## src/rtl/adc_seq_pkg.sv

```systemverilog
package adc_seq_pkg;
  localparam int CFG_W         = 5;
  localparam int DATA_W        = 8;
  localparam int N_CH          = 4;
  localparam int CH_W          = $clog2(N_CH);
  localparam int BITS_PER_CONV = CFG_W + DATA_W;
  localparam int HALVES_ACTIVE = 2 * BITS_PER_CONV;
  localparam int HALVES_TOTAL  = HALVES_ACTIVE + 2;
  localparam int HI_W          = $clog2(HALVES_TOTAL);

  // setup word: start, single/diff select, 3-bit address (upper bit zero)
  function automatic logic [CFG_W-1:0] cfg_word(input logic sgl, input logic [CH_W-1:0] ch);
    return {1'b1, sgl, 1'b0, ch};
  endfunction

  function automatic int unsigned sweep_cycles(input int unsigned half);
    return N_CH * HALVES_TOTAL * half;
  endfunction
endpackage

```

## src/rtl/adc_seq_timer.sv

```systemverilog
module adc_seq_timer
  import adc_seq_pkg::*;
#(
  parameter int HALF_DIV = 8
) (
  input  logic            clk,
  input  logic            rst_n,
  input  logic            start,
  output logic            busy,
  output logic [CH_W-1:0] chan,
  output logic [HI_W-1:0] hi,
  output logic            half_end
);
  localparam int DW = (HALF_DIV > 1) ? $clog2(HALF_DIV) : 1;

  logic [DW-1:0] div_q;

  assign half_end = busy && (div_q == DW'(HALF_DIV - 1));

  always_ff @(posedge clk) begin
    if (!rst_n) begin
      busy  <= 1'b0;
      chan  <= '0;
      hi    <= '0;
      div_q <= '0;
    end else if (!busy) begin
      if (start) begin
        busy  <= 1'b1;
        chan  <= '0;
        hi    <= '0;
        div_q <= '0;
      end
    end else if (half_end) begin
      div_q <= '0;
      if (hi == HI_W'(HALVES_TOTAL - 1)) begin
        hi <= '0;
        if (chan == CH_W'(N_CH - 1)) busy <= 1'b0;
        else                         chan <= chan + 1'b1;
      end else begin
        hi <= hi + 1'b1;
      end
    end else begin
      div_q <= div_q + 1'b1;
    end
  end
endmodule

```

## src/rtl/adc_seq_serdes.sv

```systemverilog
module adc_seq_serdes
  import adc_seq_pkg::*;
#(
  parameter bit SGL_MODE = 1'b1
) (
  input  logic              clk,
  input  logic              rst_n,
  input  logic              busy,
  input  logic [CH_W-1:0]   chan,
  input  logic [HI_W-1:0]   hi,
  input  logic              half_end,
  input  logic              adc_dout,
  output logic              sclk,
  output logic              cs_n,
  output logic              din,
  output logic              rise_evt,
  output logic              done_evt,
  output logic [DATA_W-1:0] data,
  output logic [CH_W-1:0]   data_chan,
  output logic              data_valid
);
  logic              active;
  logic [HI_W-2:0]   bit_idx;
  logic [CFG_W-1:0]  cfg;
  logic [DATA_W-1:0] shreg;

  assign active   = busy && (hi < HI_W'(HALVES_ACTIVE));
  assign bit_idx  = hi[HI_W-1:1];
  assign cfg      = cfg_word(SGL_MODE, chan);
  assign sclk     = active && hi[0];
  assign cs_n     = !active;
  assign din      = active && (int'(bit_idx) < CFG_W) && cfg[CFG_W - 1 - int'(bit_idx)];
  assign rise_evt = half_end && active && !hi[0];
  assign done_evt = half_end && (hi == HI_W'(HALVES_ACTIVE - 1));

  always_ff @(posedge clk) begin
    if (!rst_n) begin
      shreg      <= '0;
      data       <= '0;
      data_chan  <= '0;
      data_valid <= 1'b0;
    end else begin
      if (rise_evt && (int'(bit_idx) >= CFG_W))
        shreg <= {shreg[DATA_W-2:0], adc_dout};
      data_valid <= done_evt;
      if (done_evt) begin
        data      <= shreg;
        data_chan <= chan;
      end
    end
  end
endmodule

```

## src/rtl/adc_conv_sequencer.sv

```systemverilog
module adc_conv_sequencer
  import adc_seq_pkg::*;
#(
  parameter int HALF_DIV     = 8,
  parameter bit SGL_MODE     = 1'b1,
  parameter int FRAME_CYCLES = 5000
) (
  input  logic              clk,
  input  logic              rst_n,
  input  logic              frame_tick,
  input  logic              adc_dout,
  output logic              adc_sclk,
  output logic              adc_cs_n,
  output logic              adc_din,
  output logic [DATA_W-1:0] smp_data,
  output logic [CH_W-1:0]   smp_chan,
  output logic              smp_valid
);
  logic            busy;
  logic [CH_W-1:0] chan;
  logic [HI_W-1:0] hi;
  logic            half_end;
  logic            rise_evt;
  logic            done_evt;

  adc_seq_timer #(.HALF_DIV(HALF_DIV)) timer_i (
    .clk      (clk),
    .rst_n    (rst_n),
    .start    (frame_tick),
    .busy     (busy),
    .chan     (chan),
    .hi       (hi),
    .half_end (half_end)
  );

  adc_seq_serdes #(.SGL_MODE(SGL_MODE)) serdes_i (
    .clk        (clk),
    .rst_n      (rst_n),
    .busy       (busy),
    .chan       (chan),
    .hi         (hi),
    .half_end   (half_end),
    .adc_dout   (adc_dout),
    .sclk       (adc_sclk),
    .cs_n       (adc_cs_n),
    .din        (adc_din),
    .rise_evt   (rise_evt),
    .done_evt   (done_evt),
    .data       (smp_data),
    .data_chan  (smp_chan),
    .data_valid (smp_valid)
  );
endmodule

```

## config.mk

```make
export PLATFORM = sky130hd
export DESIGN_NAME = adc_conv_sequencer
export DESIGN_NICKNAME = d
export VERILOG_FILES = /design/src/rtl/adc_seq_pkg.sv /design/src/rtl/adc_seq_timer.sv /design/src/rtl/adc_seq_serdes.sv /design/src/rtl/adc_conv_sequencer.sv
export SDC_FILE = /design/constraint.sdc
export NUM_CORES = 1
export LEC_CHECK = 0
export ABC_AREA = 1
export BUFFER_PORTS_ARGS = -buffer_cell sky130_fd_sc_hd__buf_2
export CORE_UTILIZATION = 55
export CTS_CLUSTER_DIAMETER = 40
export DETAILED_ROUTE_END_ITERATION = 8
export PLACE_DENSITY = 0.82
export SLEW_MARGIN = 25
export SYNTH_ARGS = -nofsm -noshare
export SYNTH_HDL_FRONTEND = slang
export SYNTH_SLANG_ARGS = --single-unit
```

## constraint.sdc

```tcl
create_clock -name clk -period 2.6 [get_ports clk]
set_input_delay 0.13 -clock clk [delete_from_list [all_inputs] [get_ports clk]]
set_output_delay 0.13 -clock clk [all_outputs]
set_load 0.005 [all_outputs]
```

==> results of run 1 <==
[sequential cells by signal, indices dropped and copies added (netlist names)]
name	flops
timer_i.chan	2
serdes_i.shreg	8
timer_i.hi	5
timer_i.div_q	3
timer_i.busy	1
serdes_i.data_chan	2
serdes_i.data_valid	1
serdes_i.data	8
[final cells by class]
| type | instances | share of cell area |
|---|---|---|
| clock inverter | 2 | 0.007651 |
| timing repair buffer | 18 | 0.05662 |
| inverter | 27 | 0.06274 |
| sequential | 30 | 0.3673 |
| multi-input combinational | 132 | 0.4514 |
| tap | 30 | 0.02295 |
| clock buffer | 6 | 0.03137 |
[synthesized netlist by cell type, types with 4 or more instances]
cell and instances:
o21ai_0 4, nand3_1 13, nor2_1 23, inv_1 23, nor3_1 4, a21oi_1 16
a21oi_2 9, o21ai_1 11, dfxtp_1 30, nand2_1 29, ha_1 9, nand2_2 4
[worst reg2reg max path, cell delays in order (launching register included)]
cell and delay (ps):
dfxtp_1 360, ha_1 160, ha_1 200, nand2_2 120, nor3_2 580, buf_4 280
o21ai_1 70, a21oi_1 130
[power by group]
group          internal (mW)  leakage, nW  switching (mW)
clock                  0.130       0.0343           0.166
combinational         0.0132        0.454          0.0230
sequential             0.463        0.242         0.00524
total                  0.606        0.730           0.194
[path summary, 6_finish.rpt]
path | cells past startpoint | slack, ps | endpoint
hold / removal | 4 | 110 | timer_i.div_q[2]$_SDFFE_PN0P_
setup reg to reg | 7 | 640 | serdes_i.data[2]$_SDFFE_PN0P_
hold reg to reg | 2 | 470 | timer_i.div_q[2]$_SDFFE_PN0P_
setup / recovery | 7 | 640 | serdes_i.data[2]$_SDFFE_PN0P_
[cells by family after synthesis]
kind of cell    share of synthesized area
fa+ha+maj                         0.07525
buf+inv                            0.1053
simple gates                       0.2458
flops                              0.4013
compound gates                     0.1605
xor+xnor                          0.01171
[per-layer routing]
layer,track usage,routed length (um),vias up
li1,-,-,671
met1,0.2581,1224,551
met2,0.3720,1345,27
met3,0.06780,118,4
met4,0.08974,26,0
met5,0,0,-
[through the flow]
stage	setup slack, ps	instances	util	hold WS [ps]	power, mW
3_5_place_dp	642.7	237	0.6230	453.4	0.5157
5_1_grt	433.7	245	0.6483	119.4	0.8400
6_report	637.3	245	0.6483	105.1	0.8005
2_1_floorplan	1131	197	-	271.8	0.5050
4_1_cts	631.7	245	0.6483	96.15	0.8087
3_3_place_gp	735.0	237	0.6230	451.1	0.5149
==> results.cfg, run 1 <==
[run_status]
status = finished clean

[clock_network]
cts_tree = done
cts.sinks = 30
insertion_delay_ps = 330
clockBufferDepth = 2
clkTransAtPathRegs_ps = 100
cts-buffers-inserted = 5
h-tree-depth = 2
ctsHoldBuffers = 0
postCtsResizedCells = 0
cts_setup_buffers = 0
cts-root-buf = clkbuf_4

[final_layout]
diodes = 0
fin_nets = 227
multi_input_area_um2 = 738.2
fill_cells = 229
drive_gt1_frac = 0.2186
regArea_um2 = 600.6
syn2layout_area_growth_pct = 9.281
final_cell_area_um2 = 1635
final_common_cell = dfxtp_1
mostFrequentLayoutCells = dfxtp_1, nand2_1, inv_1, nor2_1, buf_2

[yosys]
synth_flop_cell = dfxtp_1
synth-seq-cells = 30
synth-seq-area-share = 0.4013
syn_inst = 197
synth.distinct_cells = 25
syn-cell-area_um2 = 1496
ys_async_sr_fraction = 0
synth_edf_count = 0
ys_top_cells_by_area = dfxtp_1, ha_1, nand2_1
ys_warn_count = 0
syn-num-nets = 210
synthDominantCellAreaShare = 0.4013
yosysTopAreaCell = dfxtp_1
syn-mean-instance-area_um2 = 7.596

[sta]
period_share = 0.7549
slew_headroom = 0.5763
max_freq_mhz = 509.5
min_period_ps = 1963
fin_skew_ps = 3.799
worst_slew_pin_slew_ps = 632.1
setup_tns_ps = 0
rsz0062_at_grt = no
final-hold-violation-count = 0
setup_viol = 0
finalMaxSlewViolations = 0

[floorplan]
die_h_um = 54.16
dieWidth_um = 54.16
rows = 18
start_util = 0.5933
io_pins = 18
die-area_um2 = 2933
core_area_um2 = 2522

[route]
wl_per_cell_um = 11.08
drc = 0
drt_pass1_iterations = 4
antenna_left = 0
via_per_inst = 5.114
vias = 1253
detail_route.wirelength_um = 2714
drt_first_iter_violations = 21

[power_and_ir_drop]
p_leak_nw = 0.7301
power_density_nw_per_um2 = 489.5
peakVddDrop_v = 0.0005849

[job]
maxCapViolCount = 0

[setup_path]
startpoint = timer_i.div_q[0]$_SDFFE_PN0P_
critPathMaxFanout = 11
critPathMostFrequentCell = ha_1
crit_type = flip-flop to flip-flop
max_stage_delay_ps = 580
reg2reg_from = timer_i.div_q[0]$_SDFFE_PN0P_
start_kind = flip-flop
cp_num_buf_inv = 1
cp_top_family = simple AND/OR/NAND/NOR gates
worstPathCellList = ha_1 -> ha_1 -> nand2_2 -> nor3_2 -> buf_4 -> o21ai_1 -> a21oi_1
required_ps = 2870
crit_path_end_kind = flip-flop
slowest_stage = nor3_2
worstPathArrival_ps = 2230

[global_route]
grt_pass1_wl_um = 4554
grtUsageTotal = 0.2212
grt_pass1_vias = 1091
grt_max_degree = 25
grt_overflow_total = 0
antenna_found_initial = 0

[hold_path]
hold_start = frame_tick
hold_path_class = primary input to flip-flop

[place]
dpl_cell_area_um2 = 1572
place.port_buffers = 17
place.gp.congestion = 0.8010
dpl.hpwl_um = 1968
No activity file was read; power rests on OpenSTA's default activity.
==> run 2, diff against run 1 <==
- clock period: 2.6 -> 1.88 ns (I/O delays scaled with it)
==> run 2 against run 1 <==
Combinational power increased by 54%. Die area is the same. Clock-buffer cell count unchanged. Critical path depth shrank 1. Utilization is 1.8 points higher. Sequential power increased by 38%. Clock skew increased by 9.0 ps. Flip-flop and latch count unchanged. Critical endpoint is now adc_din. Hold slack got worse by 27 ps. Highest routed layer unchanged. Via count rose by 2.2%. First-iteration DRC count increased by 38%.
==> results.cfg, run 2 (synthesis gave the netlist of run 1 again) <==
[power_and_ir_drop]
p_leak_nw = 0.7532
p_total_mw = 1.108
peakVddDrop_v = 0.0005845
power_density_nw_per_um2 = 659.2

[setup_path]
start_kind = flip-flop
required_ps = 1790
cp_top_family = flip-flops
slowest_stage = dfxtp_1
worstPathArrival_ps = 1620
worstPathCellList = inv_1 -> ha_2 -> nor3_1 -> nor2_1 -> a21oi_1 -> buf_2
critPathMaxFanout = 5
max_stage_delay_ps = 350
cp_num_buf_inv = 2
crit_type = flip-flop to output pin
crit_path_end_kind = output pin

[clock_network]
h-tree-depth = 2
insertion_delay_ps = 330
ctsHoldBuffers = 0
cts.sinks = 30
clockBufferDepth = 2
cts_setup_buffers = 0
clkTransAtPathRegs_ps = 100
cts-buffers-inserted = 5
cts-root-buf = clkbuf_4
postCtsResizedCells = 0
cts_tree = done

[route]
wl_per_cell_um = 10.85
antenna_left = 0
via_per_inst = 5.141
vias = 1280
drc = 0
drt_pass1_iterations = 4
detail_route.wirelength_um = 2702
drt_first_iter_violations = 29

[sta]
worst_slew_pin_slew_ps = 404.2
max_freq_mhz = 582.3
final-hold-violation-count = 0
setup_slack_ps = 162.5
min_period_ps = 1717
slew_headroom = 0.7305
setup_tns_ps = 0
fin_skew_ps = 12.80
finalMaxSlewViolations = 0
rsz0062_at_grt = no
period_share = 0.9135
setup_viol = 0

[place]
pre_cts_slack_ps = 284.1
place.gp.congestion = 0.8902
place.port_buffers = 17
dpl.hpwl_um = 1925

[floorplan]
core_area_um2 = 2522
start_util = 0.5933
die_h_um = 54.16
io_pins = 18
dieWidth_um = 54.16
die-area_um2 = 2933
rows = 18

[global_route]
grt_overflow_total = 0
grtUsageTotal = 0.2126
grt_max_degree = 25
antenna_found_initial = 0
grt_pass1_vias = 1075
grt_pass1_wl_um = 4395

[final_layout]
drive_gt1_frac = 0.2374
fin_nets = 231
diodes = 0
fill_cells = 228
mostFrequentLayoutCells = dfxtp_1, nand2_1, inv_1, nor2_1, buf_2
syn2layout_area_growth_pct = 12.29
final_common_cell = dfxtp_1
reg_top3 = serdes_i.data: 8 flops, serdes_i.shreg: 8 flops, timer_i.hi: 5 flops

[job]
maxCapViolCount = 0

[run_status]
status = finished clean

[hold_path]
hold_path_class = primary input to flip-flop
-- run 2: where the power goes --
part	total, mW	switching [mW]	internal (mW)
Sequential	0.644	0.00366	0.640
Clock	0.408	0.228	0.180
Combinational	0.0559	0.0357	0.0203
Total	1.11	0.267	0.840
-- run 2: worst paths after layout --
check | slack (ps) | end | start | cells after the start
worst max register to register | 290 | serdes_i.shreg[7]$_SDFFE_PN0P_ | timer_i.hi[2]$_SDFFE_PN0P_ | 8
worst min-delay path | 80 | serdes_i.shreg[0]$_SDFFE_PN0P_ | adc_dout | 5
worst max-delay path | 160 | adc_din | timer_i.hi[2]$_SDFFE_PN0P_ | 6
worst min register to register | 480 | timer_i.div_q[2]$_SDFFE_PN0P_ | timer_i.div_q[2]$_SDFFE_PN0P_ | 2
-- run 2: cell type report --
class	count	area (um^2)	share of cell area
well taps	30	37.54	0.02234
multi-input cells	132	740.7	0.4408
clock buffers	6	51.30	0.03053
clock inverters	2	12.51	0.007446
flip-flops and latches	30	600.6	0.3574
inverters	27	102.6	0.06106
repair buffers	22	135.1	0.08042
-- run 2: stage by stage --
step / util / cell area, um^2 / hold slack [ps] / std cells
after floorplan: - / 1496 / 235.8 / 197
after global placement: 0.6399 / 1614 / 412.7 / 241
after detailed placement: 0.6399 / 1614 / 416.3 / 241
after CTS: 0.6652 / 1678 / 61.27 / 249
after global routing: 0.6662 / 1680 / 92.65 / 249
final: 0.6662 / 1680 / 78.42 / 249
-- run 2: metal layers --
layer  up-vias  routed length [um]  global-route usage
met5         -                   0                   0
li1        680                   -                   -
met2        30                1175              0.3191
met4         0                  59              0.1197
met3         9                 149             0.06215
met1       561                1318              0.2688
-- run 2: tightest hold or removal path, delay by kind of cell --
family | cells | cell delay (ps)
simple gates | 3 | 180
buf+inv | 2 | 100
